File: src/rtl/wp_pkg.sv
package wp_pkg;
  localparam int ADDR_W = 18;
  localparam int DATA_W = 16;

  typedef struct packed {
    logic tag;
    logic dir;
    logic dirEn;
    logic invData;
    logic enable;
  } wpMode_t;

  typedef struct packed {
    logic       mode;
    logic       addrHi;
    logic       addrMid;
    logic       addrLo;
    logic       dataHi;
    logic       dataLo;
    logic [7:0] wbyte;
  } wpStrobe_t;
endpackage

File: src/rtl/wp_ctrl.sv
module wp_ctrl
  import wp_pkg::*;
#(
  parameter int SEL_W = 2
) (
  input  logic                 clk,
  input  logic                 rstN,
  input  logic                 wrEn,
  input  logic [2:0]           regOff,
  input  logic [7:0]           wrData,
  input  wpMode_t              selMode,
  input  logic [ADDR_W-1:0]    selAddr,
  input  logic [DATA_W-1:0]    selData,
  output wpStrobe_t            strb,
  output logic [SEL_W-1:0]     sel,
  output logic [7:0]           rdData
);
  logic [SEL_W-1:0] selQ;

  always_comb begin
    strb         = '0;
    strb.wbyte   = wrData;
    strb.mode    = wrEn && (regOff == 3'd0);
    strb.addrHi  = wrEn && (regOff == 3'd1);
    strb.addrMid = wrEn && (regOff == 3'd2);
    strb.addrLo  = wrEn && (regOff == 3'd3);
    strb.dataHi  = wrEn && (regOff == 3'd4);
    strb.dataLo  = wrEn && (regOff == 3'd5);
  end

  always_ff @(posedge clk or negedge rstN) begin
    if (!rstN) selQ <= '0;
    else if (wrEn && regOff == 3'd6) selQ <= wrData[SEL_W-1:0];
  end

  assign sel = selQ;

  always_comb begin
    unique case (regOff)
      3'd0:    rdData = {3'b000, selMode};
      3'd1:    rdData = {6'b0, selAddr[17:16]};
      3'd2:    rdData = selAddr[15:8];
      3'd3:    rdData = selAddr[7:0];
      3'd4:    rdData = selData[15:8];
      3'd5:    rdData = selData[7:0];
      3'd6:    rdData = 8'(selQ);
      default: rdData = 8'h00;
    endcase
  end
endmodule

File: src/rtl/wp_datapath.sv
module wp_datapath
  import wp_pkg::*;
#(
  parameter int NUM_CMP = 4,
  parameter int SEL_W   = 2
) (
  input  logic                 clk,
  input  logic                 rstN,
  input  wpStrobe_t            strb,
  input  logic [SEL_W-1:0]     sel,
  input  logic                 busValid,
  input  logic [ADDR_W-1:0]    busAddr,
  input  logic [DATA_W-1:0]    busData,
  input  logic                 busRead,
  input  logic [NUM_CMP-1:0]   tagExec,
  output logic [NUM_CMP-1:0]   matchPulse,
  output wpMode_t              selMode,
  output logic [ADDR_W-1:0]    selAddr,
  output logic [DATA_W-1:0]    selData
);
  wpMode_t             modeArr [NUM_CMP];
  logic [ADDR_W-1:0]   addrArr [NUM_CMP];
  logic [DATA_W-1:0]   dataArr [NUM_CMP];
  logic [NUM_CMP-1:0]  hitVec;
  logic [NUM_CMP-1:0]  matchQ;

  for (genvar i = 0; i < NUM_CMP; i++) begin : g_cmp
    localparam logic [4:0] ModeKeep = (i == 0) ? 5'h1F : 5'h1D;
    wpMode_t           modeQ;
    logic [ADDR_W-1:0] addrQ;
    logic              picked;
    logic              dataOk;
    logic              dirOk;
    logic              busHit;

    assign picked = (sel == SEL_W'(i));

    always_ff @(posedge clk or negedge rstN) begin
      if (!rstN) begin
        modeQ <= '0;
        addrQ <= '0;
      end else if (picked) begin
        if (strb.mode)    modeQ         <= wpMode_t'(strb.wbyte[4:0] & ModeKeep);
        if (strb.addrHi)  addrQ[17:16]  <= strb.wbyte[1:0];
        if (strb.addrMid) addrQ[15:8]   <= strb.wbyte;
        if (strb.addrLo)  addrQ[7:0]    <= strb.wbyte;
      end
    end

    if (i == 0) begin : g_data
      logic [DATA_W-1:0] dataQ;
      always_ff @(posedge clk or negedge rstN) begin
        if (!rstN) dataQ <= '0;
        else if (picked) begin
          if (strb.dataHi) dataQ[15:8] <= strb.wbyte;
          if (strb.dataLo) dataQ[7:0]  <= strb.wbyte;
        end
      end
      assign dataOk     = (busData == dataQ) ^ modeQ.invData;
      assign dataArr[i] = dataQ;
    end else begin : g_nodata
      assign dataOk     = 1'b1;
      assign dataArr[i] = '0;
    end

    assign dirOk  = !modeQ.dirEn || (modeQ.dir == busRead);
    assign busHit = busValid && (busAddr == addrQ) && dirOk && dataOk;
    assign hitVec[i]  = modeQ.enable && (modeQ.tag ? tagExec[i] : busHit);
    assign modeArr[i] = modeQ;
    assign addrArr[i] = addrQ;
  end

  always_ff @(posedge clk or negedge rstN) begin
    if (!rstN) matchQ <= '0;
    else       matchQ <= hitVec;
  end

  assign matchPulse = matchQ;

  always_comb begin
    selMode = '0;
    selAddr = '0;
    selData = '0;
    for (int k = 0; k < NUM_CMP; k++) begin
      if (sel == SEL_W'(k)) begin
        selMode = modeArr[k];
        selAddr = addrArr[k];
        selData = dataArr[k];
      end
    end
  end
endmodule

File: src/rtl/wp_watch.sv
module wp_watch
  import wp_pkg::*;
#(
  parameter int NUM_CMP = 4,
  parameter int SEL_W   = 2
) (
  input  logic                 clk,
  input  logic                 rstN,
  input  logic                 wrEn,
  input  logic [2:0]           regOff,
  input  logic [7:0]           wrData,
  output logic [7:0]           rdData,
  input  logic                 busValid,
  input  logic [17:0]          busAddr,
  input  logic [15:0]          busData,
  input  logic                 busRead,
  input  logic [NUM_CMP-1:0]   tagExec,
  output logic [NUM_CMP-1:0]   matchPulse
);
  wpStrobe_t         strb;
  logic [SEL_W-1:0]  sel;
  wpMode_t           selMode;
  logic [ADDR_W-1:0] selAddr;
  logic [DATA_W-1:0] selData;

  wp_ctrl #(.SEL_W(SEL_W)) u_ctrl (
    .clk(clk), .rstN(rstN), .wrEn(wrEn), .regOff(regOff), .wrData(wrData),
    .selMode(selMode), .selAddr(selAddr), .selData(selData),
    .strb(strb), .sel(sel), .rdData(rdData)
  );

  wp_datapath #(.NUM_CMP(NUM_CMP), .SEL_W(SEL_W)) u_dp (
    .clk(clk), .rstN(rstN), .strb(strb), .sel(sel),
    .busValid(busValid), .busAddr(busAddr), .busData(busData),
    .busRead(busRead), .tagExec(tagExec), .matchPulse(matchPulse),
    .selMode(selMode), .selAddr(selAddr), .selData(selData)
  );
endmodule

File: config.mk
export PLATFORM = sky130hd
export DESIGN_NAME = wp_watch
export DESIGN_NICKNAME = d
export VERILOG_FILES = /design/src/rtl/wp_pkg.sv /design/src/rtl/wp_ctrl.sv /design/src/rtl/wp_datapath.sv /design/src/rtl/wp_watch.sv
export SDC_FILE = /design/constraint.sdc
export NUM_CORES = 1
export LEC_CHECK = 0
export BUFFER_PORTS_ARGS = -buffer_cell sky130_fd_sc_hd__buf_2
export CORE_MARGIN = 4
export CORE_UTILIZATION = 52
export CTS_CLUSTER_DIAMETER = 200
export DETAILED_ROUTE_END_ITERATION = 16
export PLACE_DENSITY = 0.82
export SLEW_MARGIN = 20
export SYNTH_ARGS = -nofsm -noshare
export SYNTH_HDL_FRONTEND = slang
export SYNTH_SLANG_ARGS = --single-unit
File: constraint.sdc
create_clock -name clk -period 1.5 [get_ports clk]
set_input_delay 0.15 -clock clk [delete_from_list [all_inputs] [get_ports clk]]
set_output_delay 0.15 -clock clk [all_outputs]
set_load 0.05 [all_outputs]
### Word level (Yosys, flattened, before mapping)

Cells that the tools add are included.

| word-level totals | value |
|---|---|
| register bits | 111 |
| input bits | 54 |
| output and inout bits | 12 |
| word-level logic and storage cells | 117 |

| operators by class | value |
|---|---|
| equality and inequality tests | 18 |
| multiplexer cells | 17 |
| bitwise gates (word level) | 1 |
| reduce and logical (&&, ||, !) cells | 48 |

Operator list:

| kind | count |
|---|---|
| 18-bit == test | 4 |
| 18-bit two-way mux | 4 |
| 16-bit two-way mux | 4 |
| 8-bit case mux with 7 select lines | 1 |
| 2-bit AND reduction | 18 |
| 1-bit logical AND | 20 |
| 5-bit two-way mux | 4 |
| 16-bit == test | 1 |
| 3-bit == test (second input constant) | 3 |
| 3-bit by 2-bit == test with 1-bit output (second input constant) | 2 |
| 1-bit == test | 4 |
| 2-bit == test (second input constant) | 2 |
| 1-bit zero test | 4 |
| 1-bit logical OR | 4 |
| 1-bit two-way mux | 4 |
| 3-bit by 1-bit == test with 1-bit output (second input constant) | 1 |
| 3-bit zero test | 1 |
| 2-bit by 1-bit == test with 1-bit output (second input constant) | 1 |
| 2-bit zero test | 1 |
| 1-bit bitwise XOR | 1 |

### Longest topological paths before layout

| depth | value |
|---|---|
| depth after elaboration | 6 |
| mapped depth | 7 |
| mapped depth without buffers | 5 |

### Hierarchy

From an unflattened synthesis, not the netlist that was laid out.

| unflattened totals | value |
|---|---|
| cells, all modules | 501 |
| area total of the unflattened synthesis | 6439.9 um2 |

By module, submodules not included:

| module | times used | cells each | area an instance (um2) | seq. area each (um2) |
|---|---|---|---|---|
| wp_datapath | 1 | 430 | 5845.6 | 2727.6 |
| wp_ctrl | 1 | 71 | 594.3 | 50.0 |

### Worst setup path before layout

Ideal clock, no wire load.

| timing path | value |
|---|---|
| path type | register to output |
| start | register u_ctrl.selQ[0], in the netlist u_ctrl.sel[0] |
| end | output rdData[0] |
| data arrival time | 2.313 ns |
| required time | 1.350 ns |
| setup slack | -0.963 ns |
| cell stages (with the launch flop) | 8 |
| buffers on the path | 2 |
| path through | dfrtp_1 > buf_4 > buf_2 > inv_1 > o21ai_0 > a211oi_1 > a21oi_1 > o31ai_1 |

| between the ends | value |
|---|---|
| longest elaborated chain between the ends | 6 |
| elaborated cells on any way between the ends | 17 |
| classes of those cells | eq/ne: 3; mux: 13; reduce/logical: 1 |

Ends and longest elaborated chain:

| element | line | RTL |
|---|---|---|
| start: declaration | wp_ctrl.sv:18 | `logic [SEL_W-1:0] selQ;` |
| start signal: assignment | wp_ctrl.sv:33 | `else if (wrEn && regOff == 3'd6) selQ <= wrData[SEL_W-1:0];` |
| 2-bit zero test | wp_datapath.sv:85 | `if (sel == SEL_W'(k)) begin` |
| 16-bit two-way mux, or another cell as far along (4 in a row) | wp_datapath.sv:85 |  |
| 8-bit case mux with 7 select lines * | wp_ctrl.sv:39 | `unique case (regOff)` |
| end: declaration | wp_watch.sv:12 | `output logic [7:0] rdData,` |

Every way passes the cells marked *; elsewhere a longest branch is shown, timed or not.

### Worst setup path after layout

| timing path | value |
|---|---|
| start | register u_ctrl.selQ[1], in the netlist u_ctrl.sel[1] |
| end | output rdData[3] |

Same word-level chain as after synthesis.

==> metrics.md <==
| Metric | Value |
|---|---|
| Outcome | complete, but fails checks |
| Failing checks | setup timing |
| Combinational share of power | 0.412 |
| Fmax | roughly 0.44 GHz |
| Fraction of registers with async set/reset | 1.000 |
| Yosys reg bits | between 100 and 150 |
| Final setup vio count | 117 |
| Setup TNS | -24510 ps |
| IO Port Bufs | 65 |
| Total CTS buffers | 9 |
| Syn_area_per_cell | around 12 µm² |
| Critical Path RT | 1350 ps |
| Post-Syn Area | between 6000 and 7000 µm² |
| Min cycle time layout | between 2000 and 2500 ps |
| Setup CP Type | reg2out |
| RSZ-0062 raised after global routing | true |
| Arr. time, crit path | ~2100 ps |
| DR iter-0 viols | a little over 700 |
| P&R area growth vs syn | 41.43% |
| Post-Syn Instances | 510 |
| Final Skew | 8.631 ps |
| Critical path launch point type | register |
| Initial DRT Pass Iterations | 6 |
| Placement Cell Area | approximately 8000 µm² |
| HP Class | in2reg |
| DRC viols | 0 |
| Switching share of power | 0.3603 |
| Die area | roughly 14000 µm² |
| Clk sink count | approximately 110 |
| Vias in the first global route | roughly 5700 |
| Dpl cells | 816 |
| H-tree depth | 3 |
| Max_cap viols | 0 |
| CP Cell Sequence | buf_6 > mux2i_1 > o21ai_0 > a22oi_1 > o221ai_4 > buf_6 |
| Rel. slew slack | 0.6521 |
| Slew Viols, Final | 0 |
| PwrDens | between 1000 and 1500 nW/µm² |
| Yosys warns | 0 |
| Clock Power Share | 0.205 |
| Slowest CP cell | dfrtp_2 |
| Layout cells sized above 1 | 0.5714 |
| Minimum hold slack | around 32 ps |
| Most frequent cells in the layout | buf_4, dfrtp_1, mux2_4 |
| Core Area | roughly 12000 µm² |
| Finished Core Util | 0.7594 |
| Buffer depth of the longest clock path | 2 |
| Actual slew at the worst max-slew pin | 521.8 ps |
| Final Net Count | roughly 750 |
| Wirelength per Cell | roughly 27 µm |
| Post-synth cell types | 55 |
| CTS tree | done |
| Routability cong. | around 1.0 |
| Antenna cells | 0 |
| Place WS | -483.8 ps |
| VDD IR max | around 0.70 mV |
| Post-synth top flop | dfrtp_1 |
| Crit Path Max Fanout | 6 |
| Psw | roughly 4.5 mW |
| Largest net degree at the start of global routing | 32 |
| Via density | approximately 6.5 |
| Endpoints failing hold | 0 |
| CTS Root Buffer Type | clkbuf_16 |
| Final WL | approximately 23000 µm |
| Site Rows | 39 |
| Final period util | 1.501 |
| Num ports | 66 |
| Leakage power | 3.955 nW |
| GRT Util Overall | 0.3384 |
| First-pass GRT wire length | ~34000 µm |
| Total gr overflow | 0 |
| Hpwl dp | approximately 16000 µm |
| Initial antenna violation count | 0 |
| Initial core utilization | 0.5369 |
| Antenna Violating Nets Remaining | 0 |
| Final Non-Filler Cells | around 840 |
| Crit path capture type | output pin |
| Cell internal pwr | about 8 mW |
| Sequential Power Share | 0.383 |
| Cell area after layout | 8782 µm² |
| Clk Latency, worst-skew pair | about 370 ps |
| Vias | approximately 5500 |
| Setup ws final | -752.2 ps |
| Crit-path most repeated cell | buf_6 |
| Post-Syn Nets | 564 |
| Die Wd | approximately 120 µm |
| Clk slew on worst S/H paths | 70 ps |
| CP peak stage delay | roughly 470 ps |
| Tot Pwr | about 12 mW |
| EDFF count, synth | 0 |
| Chip Height | 117.3 µm |
| Post-synthesis sequential area ratio | 0.4473 |
worst max-delay path, delay by kind of cell, from the launching register on:
kind	cells	cell delay, ps
AOI/OAI and AO/OA	3	700
buffers and inverters	2	330
DFF	1	470
muxes	1	250
flip-flops by register name, summed over array words and instances (netlist names):
name and flops:
u_ctrl.sel 2, u_dp.g_cmp.addrQ 72, u_dp.g_cmp.g_data.dataQ 16, u_dp.g_cmp.modeQ 17, u_dp.matchPulse 4
final timing paths:
kind	start	to	slack [ps]	cells past startpoint
max	u_ctrl.sel[1]	rdData[3]	-750	6
min	tagExec[0]	u_dp.matchPulse[0]	30	3
max reg2reg	u_dp.g_cmp[0].addrQ[13]	u_dp.matchPulse[0]	-320	8
min reg2reg	u_dp.g_cmp[3].addrQ[8]	u_dp.g_cmp[3].addrQ[8]	560	1
max in group asynchronous	rstN	u_ctrl.sel[1]	630	3
min in group asynchronous	rstN	u_dp.g_cmp[0].g_data.dataQ[5]	280	2
cells by family after synthesis:
family | share of synthesized area
mux | 0.2496
flops | 0.4473
xor+xnor | 0.1312
compound gates | 0.06670
simple gates | 0.08382
buf+inv | 0.02136
repair_timing:
| action | in CTS | in global routing |
|---|---|---|
| resized for setup | 118 | 27 |
| hold buffers | 1 | 0 |
| pin swaps | 22 | 8 |
| gates cloned | 1 | 0 |
| endpoints found under the setup margin | 117 | 117 |
| buffers inserted | 6 | 4 |
| hold endpoints to repair | 28 | 0 |
synthesized netlist by cell type (9+ instances only):
cell type	n	area, µm²
nor4_1	14	87.58
o21ai_0	12	60.06
xnor2_1	37	324.1
mux2_2	108	1216
xor2_1	56	490.5
mux2i_1	12	120.1
dfrtp_1	111	2778
nand4_1	12	75.07
buf_2	10	50.05
nand2_1	21	78.83
clkbuf_1	9	33.78
power by group through the flow:
stage	logic [mW]	registers (mW)	clock network (mW)
2_1_floorplan	2.55	4.44	0
3_3_place_gp	4.12	4.65	0
3_5_place_dp	4.27	4.67	0
4_1_cts	4.82	4.65	2.54
5_1_grt	5.38	4.81	2.68
6_report	5.14	4.77	2.55
layer usage:
metal | part of all wire | global-route usage | vias up
met4 | 0.064 | 0.1827 | 0
met2 | 0.45 | 0.5057 | 418
met5 | 0 | 0 | -
li1 | - | - | 2236
met1 | 0.38 | 0.4481 | 2732
met3 | 0.11 | 0.09254 | 92
final cells by class:
class | instances | area [µm²]
inverters | 2 | 7.507
clock inverters | 5 | 56.30
flip-flops and latches | 111 | 2781
well taps | 143 | 178.9
clock buffers | 11 | 252.7
repair buffers | 200 | 1563
multi-input cells | 371 | 3943
fillers | 670 | 2783
No activity file was read; power rests on OpenSTA's default activity.
